==> src/rtl/pei_pkg.sv <==
package pei_pkg;

    localparam int unsigned REG_AW = 5;

    typedef struct packed {
        logic              en;
        logic              fp;
        logic [REG_AW-1:0] key;
        logic [REG_AW-1:0] preg;
        logic              inv;
    } pred_ent_t;

    localparam int unsigned ENT_W = $bits(pred_ent_t);

    typedef enum logic {
        ST_IDLE = 1'b0,
        ST_RUN  = 1'b1
    } seq_st_e;

endpackage

==> src/rtl/pei_pred_table.sv <==
module pei_pred_table
    import pei_pkg::*;
#(
    parameter int unsigned N_ENT = 4,
    localparam int unsigned IDX_W = (N_ENT > 1) ? $clog2(N_ENT) : 1
) (
    input  logic              clk,
    input  logic              rst_n,
    input  logic              wr_en_i,
    input  logic [IDX_W-1:0]  wr_idx_i,
    input  pred_ent_t         wr_ent_i,
    input  logic              look_fp_i,
    input  logic [REG_AW-1:0] look_key_i,
    output logic              hit_o,
    output logic [REG_AW-1:0] preg_o,
    output logic              inv_o
);

    typedef struct packed {
        pred_ent_t [N_ENT-1:0] ent;
    } tbl_s;

    tbl_s s_d, s_q;
    logic [N_ENT-1:0] match;

    always_comb begin
        s_d = s_q;
        if (wr_en_i) begin
            s_d.ent[wr_idx_i] = wr_ent_i;
        end
    end

    always_ff @(posedge clk or negedge rst_n) begin
        if (!rst_n) begin
            s_q <= '0;
        end else begin
            s_q <= s_d;
        end
    end

    generate
        for (genvar g = 0; g < N_ENT; g++) begin : g_match
            assign match[g] = s_q.ent[g].en
                           && (s_q.ent[g].fp == look_fp_i)
                           && (s_q.ent[g].key == look_key_i);
        end
    endgenerate

    // Scan from the top down so the lowest-numbered match is the last one written.
    always_comb begin
        hit_o  = 1'b0;
        preg_o = '0;
        inv_o  = 1'b0;
        for (int i = N_ENT - 1; i >= 0; i--) begin
            if (match[i]) begin
                hit_o  = 1'b1;
                preg_o = s_q.ent[i].preg;
                inv_o  = s_q.ent[i].inv;
            end
        end
    end

    // a written entry is held in the table on the following cycle
    a_r5_write_lands: assert property (@(posedge clk) disable iff (!rst_n)
        wr_en_i |=> (s_q.ent[$past(wr_idx_i)] == $past(wr_ent_i)));

    // a miss leaves the mask address at zero
    a_r7_miss_addr_zero: assert property (@(posedge clk) disable iff (!rst_n)
        (match == '0) |-> (!hit_o && preg_o == '0 && !inv_o));

endmodule

==> src/rtl/pei_elem_walker.sv <==
module pei_elem_walker #(
    parameter int unsigned XLEN = 32,
    localparam int unsigned LEN_W = $clog2(XLEN + 1),
    localparam int unsigned BIT_W = $clog2(XLEN)
) (
    input  logic             clk,
    input  logic             rst_n,
    input  logic             load_i,
    input  logic [LEN_W-1:0] vl_i,
    input  logic [LEN_W-1:0] dlen_i,
    input  logic [XLEN-1:0]  mask_i,
    input  logic             step_i,
    output logic [LEN_W-1:0] idx_o,
    output logic             end_o,
    output logic             bit_o,
    output logic             zero_o
);

    typedef struct packed {
        logic [LEN_W-1:0] idx;
        logic [LEN_W-1:0] lim;
        logic [XLEN-1:0]  mask;
    } walk_s;

    walk_s s_d, s_q;
    logic [LEN_W-1:0] lim_new;

    always_comb begin
        lim_new = (vl_i < dlen_i) ? vl_i : dlen_i;
        if (lim_new > LEN_W'(XLEN)) begin
            lim_new = LEN_W'(XLEN);
        end
    end

    always_comb begin
        s_d = s_q;
        if (load_i) begin
            s_d.idx  = '0;
            s_d.lim  = lim_new;
            s_d.mask = mask_i;
        end else if (step_i) begin
            s_d.idx = s_q.idx + 1'b1;
        end
    end

    always_ff @(posedge clk or negedge rst_n) begin
        if (!rst_n) begin
            s_q <= '0;
        end else begin
            s_q <= s_d;
        end
    end

    assign idx_o  = s_q.idx;
    assign end_o  = (s_q.idx == s_q.lim);
    assign bit_o  = s_q.mask[s_q.idx[BIT_W-1:0]];
    assign zero_o = (lim_new == '0);

    // the element index never runs past the walked count
    a_r2_idx_bound: assert property (@(posedge clk) disable iff (!rst_n)
        s_q.idx <= s_q.lim);

    // the walked count never exceeds the mask width
    a_r2_lim_clamp: assert property (@(posedge clk) disable iff (!rst_n)
        s_q.lim <= LEN_W'(XLEN));

    // no advance is requested once the walk has ended
    a_r10_no_step_at_end: assert property (@(posedge clk) disable iff (!rst_n)
        (step_i && !load_i) |-> !end_o);

endmodule

==> src/rtl/pei_issue_seq.sv <==
module pei_issue_seq
    import pei_pkg::*;
#(
    parameter int unsigned XLEN  = 32,
    parameter int unsigned N_ENT = 4,
    localparam int unsigned LEN_W = $clog2(XLEN + 1),
    localparam int unsigned TIX_W = (N_ENT > 1) ? $clog2(N_ENT) : 1
) (
    input  logic              clk,
    input  logic              rst_n,
    input  logic              tbl_we_i,
    input  logic [TIX_W-1:0]  tbl_idx_i,
    input  logic [ENT_W-1:0]  tbl_wdata_i,
    input  logic              start_valid_i,
    output logic              start_ready_o,
    input  logic              is_fp_i,
    input  logic [REG_AW-1:0] rd_i,
    input  logic [REG_AW-1:0] rs1_i,
    input  logic [REG_AW-1:0] rs2_i,
    input  logic              rd_vec_i,
    input  logic              rs1_vec_i,
    input  logic              rs2_vec_i,
    input  logic [LEN_W-1:0]  vl_i,
    input  logic [LEN_W-1:0]  rd_len_i,
    output logic [REG_AW-1:0] pred_raddr_o,
    input  logic [XLEN-1:0]   pred_rdata_i,
    output logic              op_valid_o,
    input  logic              op_ready_i,
    output logic [REG_AW-1:0] op_rd_o,
    output logic [REG_AW-1:0] op_rs1_o,
    output logic [REG_AW-1:0] op_rs2_o,
    output logic              op_we_o,
    output logic              done_o
);

    typedef struct packed {
        seq_st_e           st;
        logic [REG_AW-1:0] rd;
        logic [REG_AW-1:0] rs1;
        logic [REG_AW-1:0] rs2;
        logic              rd_v;
        logic              rs1_v;
        logic              rs2_v;
        logic              done;
    } seq_s;

    seq_s s_d, s_q;

    logic              hit;
    logic              inv;
    logic [REG_AW-1:0] preg;
    logic [XLEN-1:0]   mask_eff;
    logic              load;
    logic              step;
    logic [LEN_W-1:0]  idx;
    logic              at_end;
    logic              cur_bit;
    logic              len_zero;
    logic [REG_AW-1:0] off;
    logic              issue;

    pei_pred_table #(.N_ENT(N_ENT)) u_table (
        .clk        (clk),
        .rst_n      (rst_n),
        .wr_en_i    (tbl_we_i),
        .wr_idx_i   (tbl_idx_i),
        .wr_ent_i   (pred_ent_t'(tbl_wdata_i)),
        .look_fp_i  (is_fp_i),
        .look_key_i (rd_i),
        .hit_o      (hit),
        .preg_o     (preg),
        .inv_o      (inv)
    );

    assign pred_raddr_o = preg;
    assign mask_eff     = !hit ? '1 : (inv ? ~pred_rdata_i : pred_rdata_i);

    pei_elem_walker #(.XLEN(XLEN)) u_walk (
        .clk    (clk),
        .rst_n  (rst_n),
        .load_i (load),
        .vl_i   (vl_i),
        .dlen_i (rd_len_i),
        .mask_i (mask_eff),
        .step_i (step),
        .idx_o  (idx),
        .end_o  (at_end),
        .bit_o  (cur_bit),
        .zero_o (len_zero)
    );

    always_comb begin
        s_d      = s_q;
        s_d.done = 1'b0;
        load     = 1'b0;
        step     = 1'b0;
        issue    = 1'b0;
        unique case (s_q.st)
            ST_IDLE: begin
                if (start_valid_i) begin
                    load      = 1'b1;
                    s_d.rd    = rd_i;
                    s_d.rs1   = rs1_i;
                    s_d.rs2   = rs2_i;
                    s_d.rd_v  = rd_vec_i;
                    s_d.rs1_v = rs1_vec_i;
                    s_d.rs2_v = rs2_vec_i;
                    if (len_zero) begin
                        s_d.done = 1'b1;
                    end else begin
                        s_d.st = ST_RUN;
                    end
                end
            end
            ST_RUN: begin
                if (at_end) begin
                    s_d.done = 1'b1;
                    s_d.st   = ST_IDLE;
                end else if (!cur_bit) begin
                    step = 1'b1;
                end else begin
                    issue = 1'b1;
                    step  = op_ready_i;
                end
            end
            default: s_d.st = ST_IDLE;
        endcase
    end

    always_ff @(posedge clk or negedge rst_n) begin
        if (!rst_n) begin
            s_q <= '{st: ST_IDLE, default: '0};
        end else begin
            s_q <= s_d;
        end
    end

    assign off           = REG_AW'(idx);
    assign start_ready_o = (s_q.st == ST_IDLE);
    assign op_valid_o    = issue;
    assign op_rd_o       = s_q.rd  + (s_q.rd_v  ? off : '0);
    assign op_rs1_o      = s_q.rs1 + (s_q.rs1_v ? off : '0);
    assign op_rs2_o      = s_q.rs2 + (s_q.rs2_v ? off : '0);
    assign op_we_o       = issue && op_ready_i;
    assign done_o        = s_q.done;

    // a stalled element stays offered with unchanged register numbers
    a_r9_hold_on_stall: assert property (@(posedge clk) disable iff (!rst_n)
        (op_valid_o && !op_ready_i) |=>
            (op_valid_o && $stable(op_rd_o) && $stable(op_rs1_o) && $stable(op_rs2_o)));

    // write enable only accompanies an offered element
    a_r9_we_with_valid: assert property (@(posedge clk) disable iff (!rst_n)
        op_we_o |-> op_valid_o);

    // no new instruction is accepted while elements are being offered
    a_r11_busy_blocks_start: assert property (@(posedge clk) disable iff (!rst_n)
        op_valid_o |-> !start_ready_o);

    // the completion pulse is a single cycle and never overlaps an issue
    a_r10_done_single: assert property (@(posedge clk) disable iff (!rst_n)
        done_o |=> !done_o);

    a_r10_done_quiet: assert property (@(posedge clk) disable iff (!rst_n)
        done_o |-> !op_valid_o);

endmodule

==> config.mk <==
export PLATFORM = sky130hd
export DESIGN_NAME = pei_issue_seq
export DESIGN_NICKNAME = d
export VERILOG_FILES = /design/src/rtl/pei_pkg.sv /design/src/rtl/pei_pred_table.sv /design/src/rtl/pei_elem_walker.sv /design/src/rtl/pei_issue_seq.sv
export SDC_FILE = /design/constraint.sdc
export NUM_CORES = 1
export LEC_CHECK = 0
export BUFFER_PORTS_ARGS = -buffer_cell sky130_fd_sc_hd__buf_4
export CELL_PAD_IN_SITES_DETAIL_PLACEMENT = 0
export CELL_PAD_IN_SITES_GLOBAL_PLACEMENT = 2
export CORE_MARGIN = 2
export CORE_UTILIZATION = 39
export DETAILED_ROUTE_END_ITERATION = 7
export HOLD_SLACK_MARGIN = 0.08
export PLACE_DENSITY = 0.83
export SYNTH_ARGS = -nofsm -noshare
export SYNTH_HDL_FRONTEND = slang
export SYNTH_SLANG_ARGS = --single-unit
==> constraint.sdc <==
create_clock -name clk -period 3.7 [get_ports clk]
set_clock_uncertainty 0.05 [all_clocks]
set_input_delay 0.37 -clock clk [delete_from_list [all_inputs] [get_ports clk]]
set_output_delay 0.37 -clock clk [all_outputs]
set_load 0.02 [all_outputs]
==> qor.csv <==
metric,value,unit
postCtsResizedCells,0,
die_w,135.4,microns
ys.flop_type,dfrtp_1,
post_cts_buffers,0,
worst_slack,0.4050,ns
cts_buffers,17,
die-area,18340,sq um
clkTransAtPathRegs,0.05,ns
synth_warnings,0,
period_needed,3.295,ns
die_y,135.4,microns
nets,893,
slew_headroom,27.19,%
wirelength,16.99,mm
postRouteAntennaNets,0,
fin_crit_sh,89.05,%
yosysUniqueCellTypes,44,
ys_seq_elements,116,
grt_usage,19.78,%
clockBufferDepth,2,
areaGrowthSynthToFinish,24.54,%
power_density,624.2,nW/um^2
via_count,5325,
wl_per_cell,16.54,microns
arrival,2.88,ns
power_leakage,3.816,nW
synth_area,6736,sq um
grt_setup_unrepaired,false,
drtIter0Drc,293,
pre_cts_ws,0.4359,ns
clock.fmax,303.5,MHz
synth_edf_count,0,
async_reset_ff_share,100.0,%
cts_hold_buf,0,
pin_count,107,
final_cell_mix,"buf_4, dfrtp_1, nand2_1, nor2_1",
postSynthCellCount,694,
core,17120,sq um
avgSynthCellArea,9.707,sq um
cp.required,3.28,ns
cts_root_buf,clkbuf_16,
end_kind,primary output,
num_antenna_cells,0,
timing_hold_violations_final,0,
start_util,39.36,%
drive_gt1_share,26.81,%
cts_num_sinks,116,
hp-class,input port to asynchronous set/reset pin,
grt_first_pass_wirelength,28.64,mm
slew_violations,0,
io_buffers,106,
dr.pass1.iters,5,
r2r_cells,7,
critPathKind,flop to primary output,
grt_max_degree,71,
tns,0,ns
final_area,8389,sq um
grt_antenna_before_repair,0,
vdd_drop_max,0.4079,mV
final_common_cell,buf_4,
holdWs,0.05152,ns
overflow,0,
path_max_fanout,21,
status,"finished, final reports clean",
hpwl,11.85,mm
fill_cells,1613,
synth_seq_area_share,43.09,%
via_per_inst,5.185,
worst_pin_slew,1.092,ns
gp_congestion,0.8069,
start_kind,flop,
finalSetupViolations,0,
syn_nets,798,
cts_max_level,4,
clock_latency,0.41,ns
total_power,5.237,mW
maxCapViolCount,0,
cts_tree,yes,
grt_pass1_vias,5721,
row_count,48,
place_area,7777,sq um
drc,0,
## logic make-up after synthesis
logic type	count (synthesis)	share of synthesized area, %
AO/OA/AOI/OAI	128	14.52
XOR/XNOR	42	5.461
adder cells (fa/ha/maj)	21	4.235
buffers and inverters	102	5.981
flip-flops	116	43.09
multiplexers	83	13.37
AND/OR/NAND/NOR	202	13.34
## cell usage after synthesis, types with 9 or more instances
cell type    n  area (sq um)
dfrtp_1    116          2903
nand2_1     86         322.8
nor2_1      74         277.8
inv_1       56         210.2
mux2_2      56         630.6
a211oi_1    34         255.2
xnor2_1     32         280.3
mux2i_1     27         270.3
clkbuf_1    26         97.59
a2111oi_0   23         201.4
ha_1        18         225.2
buf_2       13         65.06
o21ai_0     13         65.06
and2_1      12         75.07
xor2_1      10         87.58
a2111oi_1    9         90.09
a21o_1       9         67.56
a21oi_1      9         45.04
## sequential cells by signal (all words and copies together), names as in the netlist
register	cells
s_q	19
u_table.s_q	52
u_walk.idx_o	6
u_walk.s_q	38
done_o	1
## critical path, cell delays in order, from the launching register on
cell and delay, ns:
dfrtp_1 0.41, buf_4 0.36, mux2i_1 0.13, a22oi_1 0.27
a21oi_1 0.11, or4_1 0.64, nor2_1 0.24, and2_1 0.16
buf_4 0.13
## final timing paths
check / startpoint / endpoint / slack (ns)
max: u_walk.idx_o[0] / op_we_o / 0.40
min: rst_n / u_table.s_q[51] / 0.05
max reg2reg: u_table.s_q[7] / u_walk.s_q[2] / 0.58
min reg2reg: s_q[12] / s_q[12] / 0.43
max in group asynchronous: rst_n / u_table.s_q[28] / 2.65
min in group clk: rs2_i[2] / s_q[6] / 0.11
## report_power, final
group / internal (mW) / switching, mW
registers: 1.56 / 0.228
logic: 0.784 / 0.975
clock network: 1.12 / 0.564
## metal layers
| layer | wire [microns] | GRT usage (%) | vias up |
|---|---|---|---|
| li1 | - | - | 2614 |
| met1 | 7872 | 25.53 | 2574 |
| met2 | 8115 | 33.28 | 114 |
| met3 | 755 | 4.789 | 23 |
| met4 | 243 | 5.440 | 0 |
| met5 | 0 | 0 | - |
## metrics by stage
stage / utilization (%) / instances
5_1_grt: 49.01 / 1027
3_5_place_dp: 45.44 / 995
6_report: 49.01 / 1027
3_3_place_gp: 45.44 / 995
4_1_cts: 49.01 / 1027
2_1_floorplan: - / 694
## area by class of cell
class,instances,area [sq um],share of cell area [%]
Timing Repair Buffer,121,920.9,10.98
Clock buffer,22,484.2,5.772
Tap cell,225,281.5,3.356
Clock inverter,10,127.6,1.521
Sequential cell,116,2903,34.60
Multi-Input combinational cell,476,3458,41.22
Inverter,57,214.0,2.550
Note: power is estimated with default switching activity, not from simulation.
